===== src/rtl/tmr_src_pkg.sv =====
package tmr_src_pkg;
  typedef enum logic [1:0] {
    SRC_PSC = 2'b00,
    SRC_PIN = 2'b01,
    SRC_CPU = 2'b10,
    SRC_PER = 2'b11
  } src_e;

  localparam int unsigned ADDR_W   = 2;
  localparam logic [ADDR_W-1:0] A_CTRL = 2'd0;
  localparam logic [ADDR_W-1:0] A_CNT0 = 2'd1;
  localparam logic [ADDR_W-1:0] A_CNT1 = 2'd2;
  localparam logic [ADDR_W-1:0] A_CLR  = 2'd3;
  // control byte: timer n select at bits (5+2n):(4+2n)
  localparam int unsigned SEL_LSB  = 4;
endpackage


===== src/rtl/tmr_pin_sync.sv =====
module tmr_pin_sync #(
  parameter int unsigned STAGES = 2
) (
  input  logic clk_i,
  input  logic rst_ni,
  input  logic pin_i,
  output logic rise_o
);
  logic [STAGES-1:0] sync_q;
  logic              prev_q;

  always_ff @(posedge clk_i or negedge rst_ni) begin
    if (!rst_ni) begin
      sync_q <= '0;
      prev_q <= 1'b0;
    end else begin
      sync_q <= {sync_q[STAGES-2:0], pin_i};
      prev_q <= sync_q[STAGES-1];
    end
  end

  assign rise_o = sync_q[STAGES-1] & ~prev_q;


  one_count_per_edge_chk: assert property (@(posedge clk_i) disable iff (!rst_ni)
    rise_o |=> !rise_o);
endmodule


===== src/rtl/tmr_src_mux.sv =====
module tmr_src_mux
  import tmr_src_pkg::*;
(
  input  logic       clk_i,
  input  logic       rst_ni,
  input  logic [1:0] sel_i,
  input  logic       pwr_down_i,
  input  logic       psc_tick_i,
  input  logic       pin_rise_i,
  input  logic       cpu_stb_i,
  input  logic       per_tick_i,
  output logic       inc_o
);
  logic raw;

  always_comb begin
    unique case (src_e'(sel_i))
      SRC_PSC: raw = psc_tick_i;
      SRC_PIN: raw = pin_rise_i;
      SRC_CPU: raw = cpu_stb_i;
      SRC_PER: raw = per_tick_i;
      default: raw = 1'b0;
    endcase
  end

  // pin path survives power-down, clocked sources do not
  assign inc_o = (src_e'(sel_i) == SRC_PIN) ? raw : (raw & ~pwr_down_i);


  pd_gate_chk: assert property (@(posedge clk_i) disable iff (!rst_ni)
    (pwr_down_i && sel_i != 2'b01) |-> !inc_o);

  unselected_pin_chk: assert property (@(posedge clk_i) disable iff (!rst_ni)
    (sel_i != 2'b01 && !psc_tick_i && !cpu_stb_i && !per_tick_i) |-> !inc_o);
endmodule


===== src/rtl/tmr_cnt_unit.sv =====
module tmr_cnt_unit #(
  parameter int unsigned CNT_W = 16
) (
  input  logic             clk_i,
  input  logic             rst_ni,
  input  logic             inc_i,
  input  logic             wr_i,
  input  logic [CNT_W-1:0] wdata_i,
  input  logic             clr_i,
  output logic [CNT_W-1:0] cnt_o,
  output logic             ovf_o
);
  localparam logic [CNT_W-1:0] CNT_MAX = {CNT_W{1'b1}};

  logic [CNT_W-1:0] cnt_q;
  logic             ovf_q;
  logic             wrap;

  assign wrap = inc_i & ~wr_i & (cnt_q == CNT_MAX);

  always_ff @(posedge clk_i or negedge rst_ni) begin
    if (!rst_ni) begin
      cnt_q <= '0;
      ovf_q <= 1'b0;
    end else begin
      if (wr_i)       cnt_q <= wdata_i;
      else if (inc_i) cnt_q <= cnt_q + 1'b1;
      // set wins over a same-cycle clear
      if (wrap)       ovf_q <= 1'b1;
      else if (clr_i) ovf_q <= 1'b0;
    end
  end

  assign cnt_o = cnt_q;
  assign ovf_o = ovf_q;


  wr_prio_chk: assert property (@(posedge clk_i) disable iff (!rst_ni)
    wr_i |=> cnt_q == $past(wdata_i));

  inc_step_chk: assert property (@(posedge clk_i) disable iff (!rst_ni)
    (inc_i && !wr_i) |=> cnt_q == $past(cnt_q) + 1'b1);

  hold_chk: assert property (@(posedge clk_i) disable iff (!rst_ni)
    (!inc_i && !wr_i) |=> $stable(cnt_q));

  wrap_flag_chk: assert property (@(posedge clk_i) disable iff (!rst_ni)
    (inc_i && !wr_i && cnt_q == CNT_MAX) |=> (ovf_q && cnt_q == '0));

  sticky_chk: assert property (@(posedge clk_i) disable iff (!rst_ni)
    (ovf_q && !clr_i) |=> ovf_q);
endmodule


===== src/rtl/tmr_src_pair.sv =====
module tmr_src_pair
  import tmr_src_pkg::*;
#(
  parameter int unsigned CNT_W       = 16,
  parameter int unsigned SYNC_STAGES = 2
) (
  input  logic             clk_i,
  input  logic             rst_ni,
  input  logic             psc_tick_i,
  input  logic             per_tick_i,
  input  logic [1:0]       ext_pin_i,
  input  logic             rom_req_i,
  input  logic             instr_i,
  input  logic             pwr_down_i,
  input  logic             wr_en_i,
  input  logic [ADDR_W-1:0] wr_addr_i,
  input  logic [CNT_W-1:0] wr_data_i,
  output logic [CNT_W-1:0] cnt0_o,
  output logic [CNT_W-1:0] cnt1_o,
  output logic [1:0]       ovf_o
);
  localparam int unsigned NUM_TMR = 2;

  logic [NUM_TMR-1:0][1:0]       sel_q;
  logic [NUM_TMR-1:0]            cpu_stb;
  logic [NUM_TMR-1:0]            pin_rise;
  logic [NUM_TMR-1:0]            inc;
  logic [NUM_TMR-1:0]            cnt_wr;
  logic [NUM_TMR-1:0]            ovf_clr;
  logic [NUM_TMR-1:0][CNT_W-1:0] cnt;
  logic                          ctrl_wr;

  // timer 0 counts instructions, timer 1 counts fetched bytes
  assign cpu_stb = {rom_req_i, instr_i};
  assign ctrl_wr = wr_en_i && (wr_addr_i == A_CTRL);

  always_ff @(posedge clk_i or negedge rst_ni) begin
    if (!rst_ni) begin
      sel_q <= '0;
    end else if (ctrl_wr) begin
      for (int i = 0; i < NUM_TMR; i++)
        sel_q[i] <= wr_data_i[SEL_LSB+2*i +: 2];
    end
  end

  generate
    for (genvar g = 0; g < NUM_TMR; g++) begin : g_tmr
      localparam logic [ADDR_W-1:0] CNT_ADDR = (g == 0) ? A_CNT0 : A_CNT1;

      assign cnt_wr[g]  = wr_en_i && (wr_addr_i == CNT_ADDR);
      assign ovf_clr[g] = wr_en_i && (wr_addr_i == A_CLR) && wr_data_i[g];

      tmr_pin_sync #(.STAGES(SYNC_STAGES)) u_sync (
        .clk_i  (clk_i),
        .rst_ni (rst_ni),
        .pin_i  (ext_pin_i[g]),
        .rise_o (pin_rise[g])
      );

      tmr_src_mux u_mux (
        .clk_i      (clk_i),
        .rst_ni     (rst_ni),
        .sel_i      (sel_q[g]),
        .pwr_down_i (pwr_down_i),
        .psc_tick_i (psc_tick_i),
        .pin_rise_i (pin_rise[g]),
        .cpu_stb_i  (cpu_stb[g]),
        .per_tick_i (per_tick_i),
        .inc_o      (inc[g])
      );

      tmr_cnt_unit #(.CNT_W(CNT_W)) u_cnt (
        .clk_i   (clk_i),
        .rst_ni  (rst_ni),
        .inc_i   (inc[g]),
        .wr_i    (cnt_wr[g]),
        .wdata_i (wr_data_i),
        .clr_i   (ovf_clr[g]),
        .cnt_o   (cnt[g]),
        .ovf_o   (ovf_o[g])
      );
    end
  endgenerate

  assign cnt0_o = cnt[0];
  assign cnt1_o = cnt[1];


  sel_reset_chk: assert property (@(posedge clk_i) disable iff (!rst_ni)
    !$past(ctrl_wr) |-> $stable(sel_q));

  pd_pin_wrap_chk: assert property (@(posedge clk_i) disable iff (!rst_ni)
    (pwr_down_i && sel_q[1] == 2'b01 && pin_rise[1] && !cnt_wr[1]
     && cnt1_o == '1) |=> ovf_o[1]);
endmodule


===== config.mk =====
export PLATFORM = sky130hd
export DESIGN_NAME = tmr_src_pair
export DESIGN_NICKNAME = d
export VERILOG_FILES = /design/src/rtl/tmr_src_pkg.sv /design/src/rtl/tmr_pin_sync.sv /design/src/rtl/tmr_src_mux.sv /design/src/rtl/tmr_cnt_unit.sv /design/src/rtl/tmr_src_pair.sv
export SDC_FILE = /design/constraint.sdc
export NUM_CORES = 1
export LEC_CHECK = 0
export ABC_CLOCK_PERIOD_IN_PS = 4100
export BUFFER_PORTS_ARGS = -buffer_cell sky130_fd_sc_hd__buf_2
export CAP_MARGIN = 20
export CORE_ASPECT_RATIO = 1.25
export CORE_MARGIN = 1.5
export CORE_UTILIZATION = 55
export DETAILED_ROUTE_END_ITERATION = 12
export GPL_TIMING_DRIVEN = 0
export PLACE_DENSITY = 0.83
export SLEW_MARGIN = 20
export SYNTH_ARGS = -nofsm -noshare
export SYNTH_HDL_FRONTEND = slang
export SYNTH_HIERARCHICAL = 1
export SYNTH_SLANG_ARGS = --single-unit

===== constraint.sdc =====
create_clock -name clk_i -period 4.1 [get_ports clk_i]
set_clock_uncertainty 0.2 [all_clocks]
set_input_delay 0.82 -clock clk_i [delete_from_list [all_inputs] [get_ports clk_i]]
set_output_delay 0.82 -clock clk_i [all_outputs]
set_load 0.01 [all_outputs]

# Word-level counts from Yosys, hierarchy flattened
# Cells that the tools add are included.
# word_totals
output_inout_bits	34
in_bits	28
regBits	44
elab_cells	61
# op_classes
n_reduce_logical	13
add_sub_neg	2
mux	12
n_eq_ne	11
bitwise_logic	13
# ops
op	count
$mux 16	4
$add 16x1->16 const B	2
$eq 16x16->1 const B	2
$eq 2x2->1 const B	6
$and 1x1->1	8
$pmux 1 s4	2
$reduce_bool 2->1	4
$eq 2x1->1 const B	3
$logic_and 1x1->1	6
$logic_not 2->1	3
$mux 1	6
$not 1->1	5

# Longest topological paths before layout
# logic_depth
ltp_word	8
mapped_depth	8
depth_no_buf	7

# Modules after synthesis
# Netlist, hierarchy kept.
# modules_own_cells
module	cells_each	instances	seq_area_each_um2	area_per_inst_um2
tmr_cnt_unit	106	2	425.4	948.4
tmr_src_pair	14	1	100.1	201.4
tmr_pin_sync	4	2	75.1	88.8
tmr_src_mux	5	2	0.0	40.0

# Worst setup path after synthesis
# OpenSTA, ideal clock, no wires.
# synth_timing
path_type	input to register
start	input port pwr_down_i
end	register g_tmr[0].u_cnt.cnt_q[13]
stages	7
n_path_buf	1
required_time_ns	3.818
slack_ns	1.218
arrival_time_ns	2.600
path_cell_list	or4b_1 > o311ai_1 > buf_2 > nand3_1 > or4_1 > or3_1 > a31oi_1
# synth_between
elab_chain_len	4
# synth_rtl
element	line	text
start: declaration	tmr_src_pair.sv:14	input logic pwr_down_i,
$not 1->1	tmr_src_mux.sv:27	assign inc_o = (src_e'(sel_i) == SRC_PIN) ? raw : (raw & ~pwr_down_i);
$and 1x1->1	tmr_src_mux.sv:27	
$mux 1	tmr_src_mux.sv:27	
net inc[0]	tmr_src_pair.sv:27	logic [NUM_TMR-1:0] inc;
$reduce_bool 2->1 (no source line)	-	
end signal: assignment	tmr_cnt_unit.sv:26	if (wr_i) cnt_q <= wdata_i;
end signal: assignment	tmr_cnt_unit.sv:27	else if (inc_i) cnt_q <= cnt_q + 1'b1;
end: declaration	tmr_cnt_unit.sv:15	logic [CNT_W-1:0] cnt_q;
# The timed path passes the listed nets, and every way through them passes these cells.
# A chain may end at the register's enable or synchronous reset.

# Final worst setup path
# Same ends and word-level chain as after synthesis.

==> metrics <==
RD Place Congestion=between 0.9 and 1; Main synth FF type=dfrtp_1; global route overflow=0; die height=76.2 um; crit path cell chain=buf_2 > or4b_1 > o311ai_1 > buf_2 > nand3_1 > or4_1 > or3_1 > a31oi_1; GRT Resource Usage Total=0.269; Num CTS Buffers=5; Placed Cells=361; crit path launch type=input pin; Vias/cell=5.69; setup TNS=0 ps; f_max=~340 MHz; routed vias=2088; largest net degree at the start of global routing=45; clock sink count=44; Worst path max stage delay=between 400 and 500 ps; Critical path buffers and inverters=2; Ports=just over 60; CP Max Fanout=7; Post-Synthesis Cells=around 240; Seq/Total Area, Yosys=0.467; Static Leakage=roughly 1.2 nW; first-pass GRT wire length=approximately 9500 um; Worst-Margin Slew=between 900 and 1000 ps; final setup fails=0; Hold Crit Class=flop to flop; post-CTS setup buffers=0; syn nets=between 200 and 300; peak supply drop=0.000305 V; R2R Setup Slk=1370 ps; CP Capture Type=flop; status=complete, no violations; WS Path Type=input pin to flop; die area=4690 sq um; post-synth cell types=34; Final Core Density=0.690; non-filler cells, final=around 370; final setup margin=around 1200 ps; layout cells sized above 1=0.267; DRT iter0 DRCs=~180; Final Max Slew Viols=0; Initial DRT Pass Iterations=4; DRT antenna net count=0; max cap viols=0; Syn-to-layout area delta=20.1%; crit path DAT=around 2900 ps; Clock Path Buffers=2; CTS resizes=0; Clock transition at path regs=roughly 80 ps; top cell family by delay on the critical path=simple AND/OR/NAND/NOR gates; Post-CTS Hold Buffers=0; unrepaired setup endpoints after global routing=false; initial antenna violation count=0; CTS tree=built; Core Area=about 4100 sq um; Power Dens Cells=~470 nW/um^2; H-tree levels=2; YS warnings=6; root buffer cell=clkbuf_8; syn avg cell area=9.66 sq um; CP required=4110 ps; DP Worst Slack=913 ps; FILL cells=350; Worst slew margin=0.342; number of global-route vias before repair=between 1500 and 2000; most frequent CP cell=buf_2; Hold Fails Final Rpt=0; Port-buffer cells=just over 60; # rows=26; Layout Nets=342; DPL Wire Length=roughly 4000 um; Synth Cell Area=2360 sq um; # DRC=0; period utilization=0.708; post-route minimum period=roughly 2900 ps; number of flops mapped to enable cells by yosys=0; Initial Utilization=0.575; Slowest cell on crit path=or4b_1; final WL=roughly 5700 um; die width=between 60 and 70 um; FF+latch count, synth=44; diode count=0; hold slack=approximately 160 ps; DR WL/cell=roughly 15 um; worst skew pair latency=300 ps; Post-synth ARST share=1.00
-- path summary, 6_finish.rpt --
path                                                startpoint                                   end  cells after the start
max                                                 pwr_down_i  g_tmr[0].u_cnt/cnt_o[13]$_DFFE_PN0P_                      8
min in group asynchronous                               rst_ni      g_tmr[1].u_cnt/ovf_o$_DFFE_PN0P_                      1
min                        g_tmr[0].u_sync/sync_q[0]$_DFF_PN0_   g_tmr[0].u_sync/sync_q[1]$_DFF_PN0_                      0
max in group asynchronous                               rst_ni  g_tmr[0].u_cnt/cnt_o[12]$_DFFE_PN0P_                      1
min reg2reg                g_tmr[0].u_sync/sync_q[0]$_DFF_PN0_   g_tmr[0].u_sync/sync_q[1]$_DFF_PN0_                      0
max reg2reg                               sel_q[0]$_DFFE_PN0P_  g_tmr[0].u_cnt/cnt_o[13]$_DFFE_PN0P_                      7
-- sequential cells by signal, summed over array words and instances, names as in the netlist --
name and cells:
g_tmr.u_sync/sync_q 4, g_tmr.u_cnt/ovf_o 2, g_tmr.u_cnt/cnt_o 32, g_tmr.u_sync/prev_q 2, sel_q 4
-- layer usage --
layer,GRT usage,wire (um),vias up
met5,0,0,-
met4,0.0957,121,0
met3,0.0611,268,16
met2,0.406,2860,68
met1,0.373,2410,1010
li1,-,-,994
-- through the flow --
stage / instance area [sq um] / power [mW]
5_1_grt: 2830 / 1.43
2_1_floorplan: 2360 / 0.857
4_1_cts: 2830 / 1.34
3_3_place_gp: 2730 / 1.00
3_5_place_dp: 2730 / 1.02
6_report: 2830 / 1.34
-- report_power, final --
group / leakage [nW] / switching, mW / internal [mW] / total [mW]
Sequential: 0.524 / 0.132 / 0.522 / 0.654
Clock: 0.0501 / 0.144 / 0.175 / 0.319
Combinational: 0.588 / 0.195 / 0.170 / 0.365
-- synthesized netlist by cell type, types with 2 or more instances --
| master | number | share of area |
|---|---|---|
| nor2b_1 | 4 | 0.011 |
| nor2_1 | 7 | 0.011 |
| nand3_1 | 8 | 0.017 |
| dfrtp_1 | 44 | 0.47 |
| xnor2_1 | 18 | 0.067 |
| o311ai_1 | 2 | 0.0074 |
| nand3_4 | 2 | 0.015 |
| mux2i_1 | 8 | 0.034 |
| or4_1 | 2 | 0.0064 |
| nand4_1 | 6 | 0.016 |
| and4_2 | 2 | 0.0085 |
| nor4b_1 | 2 | 0.0074 |
| or4b_1 | 2 | 0.0085 |
| o21ai_0 | 28 | 0.059 |
| buf_2 | 2 | 0.0042 |
| mux2_2 | 4 | 0.019 |
| nor2b_4 | 2 | 0.012 |
| or3_1 | 2 | 0.0053 |
| nor4_1 | 10 | 0.027 |
| inv_1 | 8 | 0.013 |
| o22ai_1 | 2 | 0.0053 |
| nor3_1 | 6 | 0.013 |
| nand3b_1 | 2 | 0.0064 |
| and3_1 | 2 | 0.0053 |
| nand2b_1 | 2 | 0.0053 |
| clkbuf_1 | 6 | 0.0096 |
| xor2_1 | 6 | 0.022 |
| a22oi_1 | 4 | 0.013 |
| a31oi_1 | 2 | 0.0053 |
| nand2_1 | 43 | 0.069 |
| ha_1 | 2 | 0.011 |
| nand3_2 | 2 | 0.0085 |
-- area by class of cell --
cell class,count,area (sq um),share of cell area
Timing Repair Buffer,61,305,0.108
Multi-Input combinational cell,184,1190,0.421
Clock buffer,5,68.8,0.0243
Buffer,8,32.5,0.0115
Clock inverter,1,30.0,0.0106
Sequential cell,44,1100,0.389
Inverter,8,30.0,0.0106
Tap cell,56,70.1,0.0248
-- layout by cell type, fill, tap and decap left out, types with 4 or more instances in the layout --
| master | instances |
|---|---|
| nand4_1 | 6 |
| mux2_2 | 4 |
| clkbuf_1 | 6 |
| nand3_1 | 8 |
| buf_2 | 63 |
| o21ai_0 | 28 |
| nor3_1 | 6 |
| nor2b_1 | 4 |
| nor4_1 | 10 |
| clkbuf_8 | 5 |
| nor2_1 | 7 |
| a22oi_1 | 4 |
| mux2i_1 | 8 |
| inv_1 | 8 |
| dfrtp_1 | 44 |
| nand2_1 | 43 |
| xnor2_1 | 18 |
| xor2_1 | 6 |
-- worst reg2reg max path, cell delays in order, from the launching register on --
cell	delay, ps
dfrtp_1	420
or4b_1	510
o311ai_1	100
buf_2	230
nand3_1	220
or4_1	460
or3_1	310
a31oi_1	180
-- kinds of logic after synthesis --
group                      Yosys count  share of synthesized area
AOI/OAI and AO/OA                   38                     0.0903
xor gates and xnor gates            24                     0.0892
adders and majority gates            2                     0.0106
buffers and inverters               16                     0.0266
DFF                                 44                      0.467
muxes                               12                     0.0531
and+or+nand+nor                    108                      0.263
Note: power is estimated with default switching activity, not from simulation.
